$ cat config.mk
export PLATFORM = sky130hd
export DESIGN_NAME = dma_irq_unit
export DESIGN_NICKNAME = d
export VERILOG_FILES = /design/src/rtl/dma_irq_pkg.sv /design/src/rtl/irq_group.sv /design/src/rtl/err_status_reg.sv /design/src/rtl/dma_irq_unit.sv
export SDC_FILE = /design/constraint.sdc
export NUM_CORES = 1
export LEC_CHECK = 0
export ABC_CLOCK_PERIOD_IN_PS = 2100
export BUFFER_PORTS_ARGS = -buffer_cell sky130_fd_sc_hd__buf_4
export CAP_MARGIN = 10
export CORE_UTILIZATION = 53
export DETAILED_ROUTE_END_ITERATION = 10
export PLACE_DENSITY = 0.84
export SLEW_MARGIN = 20
export SYNTH_ARGS = -nofsm -noshare
export SYNTH_HDL_FRONTEND = slang
export SYNTH_SLANG_ARGS = --single-unit
$ cat constraint.sdc
create_clock -name clk -period 2.1 [get_ports clk]
set_input_delay 0.315 -clock clk [delete_from_list [all_inputs] [get_ports clk]]
set_output_delay 0.315 -clock clk [all_outputs]
set_load 0.01 [all_outputs]
$ cat src/rtl/dma_irq_pkg.sv
package dma_irq_pkg;
  localparam int ADDR_W = 8;
  localparam int DATA_W = 32;
  localparam int ECODE_W = 4;
  localparam int ECHAN_W = 3;
  localparam int ERR_W = 2 * (ECODE_W + ECHAN_W);

  localparam logic [ADDR_W-1:0] A_ERR      = 8'h24;
  localparam logic [ADDR_W-1:0] A_TX_RAW   = 8'h80;
  localparam logic [ADDR_W-1:0] A_TX_MSK   = 8'h84;
  localparam logic [ADDR_W-1:0] A_TX_SET   = 8'h88;
  localparam logic [ADDR_W-1:0] A_TX_CLR   = 8'h8C;
  localparam logic [ADDR_W-1:0] A_EOI      = 8'h94;
  localparam logic [ADDR_W-1:0] A_RX_RAW   = 8'hA0;
  localparam logic [ADDR_W-1:0] A_RX_MSK   = 8'hA4;
  localparam logic [ADDR_W-1:0] A_RX_SET   = 8'hA8;
  localparam logic [ADDR_W-1:0] A_RX_CLR   = 8'hAC;
  localparam logic [ADDR_W-1:0] A_DMA_RAW  = 8'hB0;
  localparam logic [ADDR_W-1:0] A_DMA_MSK  = 8'hB4;
  localparam logic [ADDR_W-1:0] A_DMA_SET  = 8'hB8;
  localparam logic [ADDR_W-1:0] A_DMA_CLR  = 8'hBC;

  localparam int DMA_W = 2;
  localparam int HOST_ERR_BIT = 1;

  // Packed order of the stored error fields: tx code, tx chan, rx code, rx chan
  function automatic logic [ERR_W-1:0] err_from_word(input logic [DATA_W-1:0] w);
    return {w[23:20], w[18:16], w[15:12], w[10:8]};
  endfunction

  function automatic logic [DATA_W-1:0] err_to_word(input logic idle,
                                                     input logic [ERR_W-1:0] f);
    logic [DATA_W-1:0] w;
    w = '0;
    w[31]    = idle;
    w[23:20] = f[13:10];
    w[18:16] = f[9:7];
    w[15:12] = f[6:3];
    w[10:8]  = f[2:0];
    return w;
  endfunction

  function automatic logic [DATA_W-1:0] widen(input logic [DATA_W-1:0] v);
    return v;
  endfunction
endpackage

$ cat src/rtl/irq_group.sv
module irq_group #(
  parameter int W = 8
) (
  input  logic         clk,
  input  logic         rst_n,
  input  logic [W-1:0] evt,
  input  logic         set_we,
  input  logic         clr_we,
  input  logic         eoi_we,
  input  logic [W-1:0] wbits,
  output logic [W-1:0] raw,
  output logic [W-1:0] mask
);
  logic [W-1:0] raw_nxt, mask_nxt;

  always_comb begin
    raw_nxt = (eoi_we ? '0 : raw) | evt;
    mask_nxt = mask;
    if (set_we)      mask_nxt = mask | wbits;
    else if (clr_we) mask_nxt = mask & ~wbits;
  end

  always_ff @(posedge clk) begin
    if (!rst_n) begin
      raw  <= '0;
      mask <= '0;
    end else begin
      raw  <= raw_nxt;
      mask <= mask_nxt;
    end
  end


  evt_sets_raw_chk: assert property (@(posedge clk) disable iff (!rst_n)
    (|evt) |=> ((raw & $past(evt)) == $past(evt)));


  mask_hold_chk: assert property (@(posedge clk) disable iff (!rst_n)
    !(set_we || clr_we) |=> $stable(mask));


  raw_clear_only_eoi_chk: assert property (@(posedge clk) disable iff (!rst_n)
    !eoi_we |=> ((raw & $past(raw)) == $past(raw)));
endmodule

$ cat src/rtl/err_status_reg.sv
module err_status_reg
  import dma_irq_pkg::*;
(
  input  logic               clk,
  input  logic               rst_n,
  input  logic               capture,
  input  logic [ERR_W-1:0]   hw_fields,
  input  logic               sw_we,
  input  logic [DATA_W-1:0]  sw_word,
  output logic [ERR_W-1:0]   fields
);
  always_ff @(posedge clk) begin
    if (!rst_n)        fields <= '0;
    else if (capture)  fields <= hw_fields;
    else if (sw_we)    fields <= err_from_word(sw_word);
  end


  capture_wins_chk: assert property (@(posedge clk) disable iff (!rst_n)
    capture |=> (fields == $past(hw_fields)));


  err_hold_chk: assert property (@(posedge clk) disable iff (!rst_n)
    !(capture || sw_we) |=> $stable(fields));
endmodule

$ cat src/rtl/dma_irq_unit.sv
module dma_irq_unit
  import dma_irq_pkg::*;
#(
  parameter int NCH = 8
) (
  input  logic              clk,
  input  logic              rst_n,
  input  logic              reg_wr,
  input  logic [7:0]        reg_addr,
  input  logic [31:0]       reg_wdata,
  output logic [31:0]       reg_rdata,
  input  logic [NCH-1:0]    tx_done,
  input  logic [NCH-1:0]    rx_done,
  input  logic              host_err,
  input  logic              err_capture,
  input  logic [3:0]        err_tx_code,
  input  logic [2:0]        err_tx_chan,
  input  logic [3:0]        err_rx_code,
  input  logic [2:0]        err_rx_chan,
  input  logic              dma_idle,
  output logic              irq
);
  logic [NCH-1:0]   tx_raw, tx_mask, rx_raw, rx_mask;
  logic [DMA_W-1:0] dma_raw, dma_mask, dma_evt;
  logic [ERR_W-1:0] err_fields;
  logic [DATA_W-1:0] eoi_val;

  // Decoded write strobes, brought out for the assertions
  logic wr_eoi, wr_err;
  logic wr_tx_set, wr_tx_clr, wr_rx_set, wr_rx_clr, wr_dma_set, wr_dma_clr;

  assign wr_eoi     = reg_wr && (reg_addr == A_EOI);
  assign wr_err     = reg_wr && (reg_addr == A_ERR);
  assign wr_tx_set  = reg_wr && (reg_addr == A_TX_SET);
  assign wr_tx_clr  = reg_wr && (reg_addr == A_TX_CLR);
  assign wr_rx_set  = reg_wr && (reg_addr == A_RX_SET);
  assign wr_rx_clr  = reg_wr && (reg_addr == A_RX_CLR);
  assign wr_dma_set = reg_wr && (reg_addr == A_DMA_SET);
  assign wr_dma_clr = reg_wr && (reg_addr == A_DMA_CLR);

  always_comb begin
    dma_evt = '0;
    dma_evt[HOST_ERR_BIT] = host_err;
  end

  irq_group #(.W(NCH)) u_tx (
    .clk(clk), .rst_n(rst_n), .evt(tx_done), .set_we(wr_tx_set),
    .clr_we(wr_tx_clr), .eoi_we(wr_eoi), .wbits(reg_wdata[NCH-1:0]),
    .raw(tx_raw), .mask(tx_mask));

  irq_group #(.W(NCH)) u_rx (
    .clk(clk), .rst_n(rst_n), .evt(rx_done), .set_we(wr_rx_set),
    .clr_we(wr_rx_clr), .eoi_we(wr_eoi), .wbits(reg_wdata[NCH-1:0]),
    .raw(rx_raw), .mask(rx_mask));

  irq_group #(.W(DMA_W)) u_dma (
    .clk(clk), .rst_n(rst_n), .evt(dma_evt), .set_we(wr_dma_set),
    .clr_we(wr_dma_clr), .eoi_we(wr_eoi), .wbits(reg_wdata[DMA_W-1:0]),
    .raw(dma_raw), .mask(dma_mask));

  err_status_reg u_err (
    .clk(clk), .rst_n(rst_n), .capture(err_capture),
    .hw_fields({err_tx_code, err_tx_chan, err_rx_code, err_rx_chan}),
    .sw_we(wr_err), .sw_word(reg_wdata), .fields(err_fields));

  always_ff @(posedge clk) begin
    if (!rst_n)      eoi_val <= '0;
    else if (wr_eoi) eoi_val <= reg_wdata;
  end

  assign irq = |(tx_raw & tx_mask) | |(rx_raw & rx_mask) | |(dma_raw & dma_mask);

  always_comb begin
    unique case (reg_addr)
      A_ERR:     reg_rdata = err_to_word(dma_idle, err_fields);
      A_TX_RAW:  reg_rdata = widen(32'(tx_raw));
      A_TX_MSK:  reg_rdata = widen(32'(tx_raw & tx_mask));
      A_TX_SET,
      A_TX_CLR:  reg_rdata = widen(32'(tx_mask));
      A_EOI:     reg_rdata = eoi_val;
      A_RX_RAW:  reg_rdata = widen(32'(rx_raw));
      A_RX_MSK:  reg_rdata = widen(32'(rx_raw & rx_mask));
      A_RX_SET,
      A_RX_CLR:  reg_rdata = widen(32'(rx_mask));
      A_DMA_RAW: reg_rdata = widen(32'(dma_raw));
      A_DMA_MSK: reg_rdata = widen(32'(dma_raw & dma_mask));
      A_DMA_SET,
      A_DMA_CLR: reg_rdata = widen(32'(dma_mask));
      default:   reg_rdata = '0;
    endcase
  end


  irq_low_after_eoi_chk: assert property (@(posedge clk) disable iff (!rst_n)
    (wr_eoi && !(|tx_done) && !(|rx_done) && !host_err) |=> !irq);


  eoi_hold_chk: assert property (@(posedge clk) disable iff (!rst_n)
    !wr_eoi |=> $stable(eoi_val));
endmodule

# Yosys cells after proc, flatten, opt, wreduce, memory -nomap -nowiden
# Index checks and enable logic that the tools add are counted.
# word_totals
inputBits,76
reg_bits,82
elab_cells,71
output_inout_bits,33
# op_classes
n_mux,12
eq_ne,14
n_bitwise,19
reduce_logical,18
# ops
op,count
32-bit case mux with 11 select lines,1
8-bit equality test (second input constant),13
8-bit bitwise AND,6
8-bit 2-to-1 mux,6
8-bit bitwise OR,4
14-bit 2-to-1 mux,2
8-bit OR reduction,2
8-bit by 6-bit equality test with 1-bit output (second input constant),1
1-bit logical AND,8
8-bit inverter,1
2-bit nonzero test,4
2-bit OR reduction,4
2-bit bitwise AND,3
2-bit 2-to-1 mux,3
2-bit bitwise OR,2
2-bit inverter,1
1-bit bitwise OR,2

# Depth between registers and ports, before layout
# Gate-level depths: netlist of run 1.
# logic_depth
ltp_word,4
ltp_mapped,7
ltp_nobuf,4

# Hierarchy
# From an unflattened synthesis of run 1, not the netlist that was laid out.
# hier_totals
cells_unflattened,472
area_unflattened_um2,4330.4
# modules_own_cells
module,area_per_inst_um2,n_inst,cells_per_inst,seq_area_each_um2
dma_irq_unit,2200.9,1,280,640.6
irq_group at u_rx ...,624.3,2,59,320.3
err_status_reg,735.7,1,60,280.3
irq_group at u_dma,145.1,1,14,80.1

# Least setup slack after synthesis of run 1
# Ideal clock, no wire load.
# synth_timing
kind,input-to-output
start,input reg_addr[4]
end,output reg_rdata[3]
stages,5
path_slack_ns,0.362
path_buffers,1
t_required_ns,1.785
arrival_time_ns,1.423
cell_sequence,buf_2 -> nor4b_2 -> o211ai_1 -> and3_1 -> o22ai_1
# synth_via
elab_chain_len,3
elab_cells_between_ends,18
cone_classes,14 x eq/ne; 1 x mux; 3 x reduce/logical
# synth_rtl
item,line_no,text
from (decl),dma_irq_unit.sv:9,"input logic [7:0] reg_addr,"
8-bit equality test,dma_irq_unit.sv:74,unique case (reg_addr)
2-bit OR reduction,dma_irq_unit.sv:74,
32-bit case mux with 11 select lines (*),dma_irq_unit.sv:74,
to (decl),dma_irq_unit.sv:11,"output logic [31:0] reg_rdata,"
# Mark *: on every way between the ends. The rest lies on a longest branch, timed or not.

# Worst setup path in the final report of run 1
# layout_timing
start,register u_tx.raw[6]
end,output irq
# layout_via
elab_chain_len,4
# layout_rtl
item,line_no,text
from (decl),irq_group.sv:11,"output logic [W-1:0] raw,"
from (signal assigned),irq_group.sv:28,raw <= raw_nxt;
8-bit bitwise AND,dma_irq_unit.sv:71,assign irq = |(tx_raw & tx_mask) | |(rx_raw & rx_mask) | |(dma_raw & dma_mask);
8-bit OR reduction,dma_irq_unit.sv:71,
1-bit bitwise OR (2 in a row),dma_irq_unit.sv:71,
to (decl),dma_irq_unit.sv:21,output logic irq
# Every way passes these cells.

==> results of run 1 <==
==> report_power, final <==
part | total (mW) | internal, mW | switching, mW | leakage (nW)
Sequential | 1.62 | 1.58 | 0.0394 | 0.663
Clock | 1.27 | 0.669 | 0.601 | 0.102
Combinational | 0.314 | 0.165 | 0.149 | 1.51
==> final cells by class <==
class                      count  area share [%]
sequential                    81           31.36
multi-input combinational    347           43.55
timing repair buffer         123           18.30
clock buffer                   9           2.390
clock inverter                 6           1.787
tap                           99           2.390
inverter                       3          0.2173
==> final timing paths <==
| path | cells past startpoint | endpoint | startpoint |
|---|---|---|---|
| worst max-delay path | 5 | irq | u_tx.raw[6] |
| worst min-delay path | 3 | u_rx.raw[5] | rx_done[5] |
| worst max register to register | 2 | register | register |
| worst min register to register | 2 | eoi_val[28] | eoi_val[28] |
==> cells by family after synthesis <==
| group | count (synthesis) | synth area share (%) |
|---|---|---|
| compound gates | 127 | 21.52 |
| buf+inv | 38 | 4.571 |
| flops | 81 | 40.30 |
| simple gates | 176 | 22.57 |
| mux | 44 | 11.04 |
==> stage by stage <==
stage / total power, mW / cells
2_1_floorplan: 1.784 / 466
3_3_place_gp: 1.948 / 653
3_5_place_dp: 1.958 / 653
6_report: 3.202 / 668
5_1_grt: 3.311 / 668
4_1_cts: 3.202 / 668
==> cells in the mapped netlist (all sizes together) <==
master | number | area share [%]
nor2b | 18 | 2.8
a221o | 1 | 0.25
nor3b | 1 | 0.31
inv | 2 | 0.19
a21boi | 32 | 6.0
nand4bb | 1 | 0.40
o21ai | 15 | 1.9
mux2 | 3 | 0.84
buf | 18 | 2.7
clkinv | 1 | 0.093
clkbuf | 17 | 1.6
mux2i | 41 | 10
and4 | 1 | 0.22
nand2b | 1 | 0.16
a22o | 19 | 4.1
a211o | 2 | 0.44
nor4bb | 1 | 0.25
nor4b | 2 | 0.96
o2111ai | 1 | 0.22
or3 | 3 | 0.47
nand3 | 9 | 1.1
nor4 | 2 | 1.1
o221ai | 1 | 0.22
nand2 | 106 | 9.9
nor2 | 7 | 0.65
a222oi | 1 | 0.25
a221oi | 3 | 0.65
nand4 | 5 | 1.2
nor3 | 3 | 0.50
a21oi | 34 | 4.2
a31oi | 4 | 0.62
and4bb | 1 | 0.31
o211ai | 6 | 1.1
and3 | 14 | 2.2
a32oi | 2 | 0.44
o32a | 1 | 0.25
o22ai | 3 | 0.47
dfxtp | 81 | 40
a211oi | 1 | 0.19
and2 | 1 | 0.16
a2111oi | 1 | 0.22
==> metal layers <==
metal / part of all wire (%) / global-route usage, %
met3: 6.5 / 4.155
met4: 2.4 / 11.40
met1: 43 / 38.90
met5: 0 / 0
met2: 48 / 48.85
==> timing repair <==
item,in CTS,in global routing
gates cloned,0,0
endpoints found under the setup margin,1,2
resized for setup,1,6
hold buffers,0,0
==> critical path: stages, from the launching register on <==
cell	delay, ns
dfxtp_2	0.35
a22o_1	0.24
a221oi_2	0.24
nand4_1	0.15
a221o_1	0.29
buf_4	0.15
==> metrics.cfg, run 1 <==
[status]
outcome = finished clean

[floorplanning]
start_util_pct = 55.18
die_h_um = 89.14
rows = 31
coreArea_um2 = 7292
die-area_um2 = 7945
die_x_um = 89.14
io_pins = 109

[route]
drtIter0Drc = 288
via_count = 3883
routed_wl_um = 11400
ant_nets = 0
avgViaCountPerCell = 5.813
wire_per_inst_um = 17.06
drc = 0
dr.pass1.iters = 5

[power]
power_leakage_nw = 2.277
ir_worst_vdd_v = 0.0004009
p_per_area_nw_per_um2 = 617.9

[layout]
seq_area_um2 = 1625
final_area_um2 = 5182
drive_above_1_share_pct = 27.42
n_fill_cell = 601
final_cell_mix = 121 x buf_4, 106 x nand2_1, 78 x dfxtp_1
fin_util_pct = 71.07
antenna_cells = 0
nets = 641
multi_input_area_um2 = 2257
layout_commonest_cell = buf_4
area_delta_synth_final_pct = 28.79

[global_route]
antenna_found_initial = 0
grt_use_total_pct = 29.47
grt_pass1_wl_um = 17690
overflow = 0
grt_pass1_vias = 3617
grt_max_degree = 46

[clock_network]
cts_tree = yes
h-tree-depth = 3
cts_buffer_depth = 2
postCtsSetupRepairBufs = 0
clock_sinks = 81
clock_latency_ns = 0.34
root_buffer = clkbuf_8
numCtsBuffers = 9
path_clk_slew_ns = 0.09

[critical_path]
cp_data_required_time_ns = 1.78
critPathCaptureType = primary output
reg2reg_setup_slack_ns = 1.32
start_kind = register
crit_type = reg -> out
crit_path_max_fanout = 4
crit_arrival_ns = 1.76

[yosys]
synth_fp_nets = 542
yosys_warnings = 0
netlist_instances = 466
syn_area_per_cell_um2 = 8.635
yosysSeqAreaShare_pct = 40.30
netlist-cell-type-count = 48
ys_seq_elements = 81
syn_area_um2 = 4024

[place]
dpl.hpwl_um = 8118
gp_congestion = 0.9084
placed_cell_area_um2 = 4935
pre_cts_slack_ns = 0.1180
numPortBuffers = 108

[sta]
rsz0062_at_grt = yes
tns_ns = 0
slew_violations = 0
skew_ns = 0
fmax_ghz = 0.4818
setup-violations-final = 0
fin_crit_sh_pct = 98.84
holdWs_ns = 0.1873
fin_ws_ns = 0.02434
relSlewSlack_pct = 59.66
min_period_ns = 2.076
hold_viol = 0
worstMarginPinSlew_ns = 0.6014

[worst_hold_path]
hold_path.class = in -> reg

[run]
maxCapViolCount = 0

Note: power is estimated with default switching activity, not from simulation.
==> run 2: changes to the inputs <==
Settings changed: ABC_AREA set to 1.
==> run 2 against run 1 <==
Compared with the run above:
- power decreased by 4.2%
- synthesized cell count grew 53%
- routed wire length up 1.1%
- clock power shrank 10%
- maximum frequency up 5.3%
==> metrics.cfg, run 2 <==
[floorplanning]
io_pins = 109  ; unchanged
rows = 32  ; +3.2%
coreArea_um2 = 7767  ; +6.5%
start_util_pct = 55.22  ; about the same
die-area_um2 = 8457  ; +6.4%
die_h_um = 91.96  ; +3.2%
die_x_um = 91.96  ; +3.2%

[critical_path]
r2r_cells = 4  ; +2
crit_arrival_ns = 1.66  ; -0.10 ns
critPathCaptureType = primary output
crit_path_start = reg_addr[3]
cp_data_required_time_ns = 1.78  ; about the same
crit_type = in -> out
crit_path_max_fanout = 7  ; +3
reg2reg_setup_slack_ns = 1.37  ; +0.05 ns
start_kind = input pin

[yosys]
synth_edf_count = 0  ; unchanged
synthMostInstantiatedCell = nand2_1
ys.flop_type = dfxtp_1
syn_area_um2 = 4289  ; +6.6%
synthTopCellsByArea = dfxtp_1 38%, nand2_1 20%, nor2_1 14%
synth_top_area_share_pct = 37.81  ; -2.5 points
yosys_warnings = 0  ; unchanged
post-synth-top-area-cell = dfxtp_1
netlist_instances = 711  ; +53%
yosysSeqAreaShare_pct = 37.81  ; -2.5 points
synth_commonest_cells = 233 x nand2_1, 163 x nor2_1, 81 x dfxtp_1, 61 x inv_1, 51 x nand3_1
synth_fp_nets = 787  ; +45%
ys_seq_elements = 81  ; unchanged
ys_async_sr_fraction_pct = 0  ; unchanged
netlist-cell-type-count = 25  ; -48%
syn_area_per_cell_um2 = 6.033  ; -30%

[power]
power_mw = 3.069  ; -4.2%
ir_worst_vdd_v = 0.0004135  ; +3.2%
power_leakage_nw = 2.742  ; +20%
p_per_area_nw_per_um2 = 576.8  ; -6.7%

[layout]
fin_util_pct = 68.49  ; -2.6 points
antenna_cells = 0  ; unchanged
area_delta_synth_final_pct = 24.04
final_area_um2 = 5320  ; +2.7%
final_cell_mix = 233 x nand2_1, 163 x nor2_1, 117 x buf_4
layout_commonest_cell = nand2_1
drive_above_1_share_pct = 18.33  ; -9.1 points
nets = 884  ; +38%
n_fill_cell = 723  ; +20%

[clock_network]
clock_sinks = 81  ; unchanged
cts-resized-gates = 0  ; -1
numCtsBuffers = 9  ; unchanged
holdBufCountCts = 0  ; unchanged
path_clk_slew_ns = 0.08  ; about the same
postCtsSetupRepairBufs = 0  ; unchanged
root_buffer = clkbuf_8
h-tree-depth = 3  ; unchanged
clock_latency_ns = 0.35  ; about the same
cts_tree = yes
cts_buffer_depth = 2  ; unchanged

[worst_hold_path]
hold_end = u_tx.raw[5]
hp-start = tx_done[5]
worstHoldPathCells = 3  ; unchanged
hold_path.class = in -> reg

[status]
outcome = finished clean

[route]
drc = 0  ; unchanged
routed_wl_um = 11530  ; +1.1%
via_count = 4716  ; +21%
wire_per_inst_um = 12.60  ; -26%
ant_nets = 0  ; unchanged
dr.pass1.iters = 5  ; unchanged
avgViaCountPerCell = 5.154  ; -11%
drtIter0Drc = 279  ; -3.1%

[global_route]
grt_use_total_pct = 28.34  ; -1.1 points
antenna_found_initial = 0  ; unchanged
grt_pass1_vias = 4308  ; +19%
grt_pass1_wl_um = 19250  ; +8.8%
grt_max_degree = 41  ; -11%
overflow = 0  ; unchanged

[sta]
setup-violations-final = 0  ; unchanged
tns_ns = 0  ; unchanged
worstMarginPinSlew_ns = 0.8353  ; +0.2339 ns
fin_ws_ns = 0.1287  ; +0.1044 ns
relSlewSlack_pct = 43.97  ; -16 points
rsz0062_at_grt = no
min_period_ns = 1.971  ; -0.1044 ns
skew_ns = 0  ; unchanged
hold_viol = 0  ; unchanged
fmax_ghz = 0.5073  ; +5.3%
slew_violations = 0  ; unchanged
fin_crit_sh_pct = 93.87  ; -5.0 points

[place]
placed_cell_area_um2 = 5117  ; +3.7%
numPortBuffers = 108  ; unchanged
pre_cts_slack_ns = 0.1570  ; +0.03900 ns
gp_congestion = 0.9628  ; +6.0%
dpl.hpwl_um = 8485  ; +4.5%

[run]
maxCapViolCount = 0  ; unchanged

-- run 2: report_power, final --
group / switching [mW] / internal [mW] / leakage, nW
Combinational: 0.172 / 0.145 / 1.98
Sequential: 0.0288 / 1.58 / 0.661
Clock: 0.595 / 0.549 / 0.0994
-- run 2: cell type report --
| cell class | instances | area (um^2) | share of cell area [%] |
|---|---|---|---|
| Tap cell | 102 | 127.6 | 2.399 |
| Multi-Input combinational cell | 533 | 2251 | 42.31 |
| Timing Repair Buffer | 117 | 878.3 | 16.51 |
| Sequential cell | 81 | 1622 | 30.48 |
| Clock buffer | 9 | 123.9 | 2.328 |
| Clock inverter | 7 | 70.07 | 1.317 |
| Inverter | 66 | 247.7 | 4.657 |
-- run 2: cells by family after synthesis --
group	after synthesis	synth area share, %
AO/OA/AOI/OAI	64	7.643
buffers and inverters	97	9.918
flip-flops	81	37.81
AND/OR/NAND/NOR	469	44.63
-- run 2: routing by layer --
metal | part of all wire, % | global-route usage, % | wire length (um)
met2 | 48 | 48.57 | 5555
met1 | 42 | 33.80 | 4792
met3 | 7.7 | 6.136 | 892
met5 | 0 | 0 | 0
met4 | 2.5 | 12.89 | 287
-- run 2: critical path: stages --
cell and delay [ns]:
buf_4 0.12, inv_2 0.07, nand2_1 0.06, nor2_2 0.36
buf_4 0.23, nand2_1 0.16, o22ai_1 0.19, buf_4 0.15
-- run 2: how the worst max path moves through the flow --
stage / to / slack, ns / cells after the start
floorplan: reg_rdata[15] / 0.51 / 7
global placement: reg_rdata[2] / 0.22 / 9
detailed placement: reg_rdata[2] / 0.16 / 9
CTS: reg_rdata[2] / 0.16 / 9
global route: reg_rdata[20] / 0.01 / 8
finish: reg_rdata[20] / 0.13 / 8
-- run 2: per-stage QoR --
step | hold WS [ns] | cells
6_report | 0.1652 | 915
5_1_grt | 0.1627 | 915
4_1_cts | 0.1539 | 915
3_5_place_dp | 0.4660 | 899
3_3_place_gp | 0.4550 | 899
2_1_floorplan | 0.4324 | 711
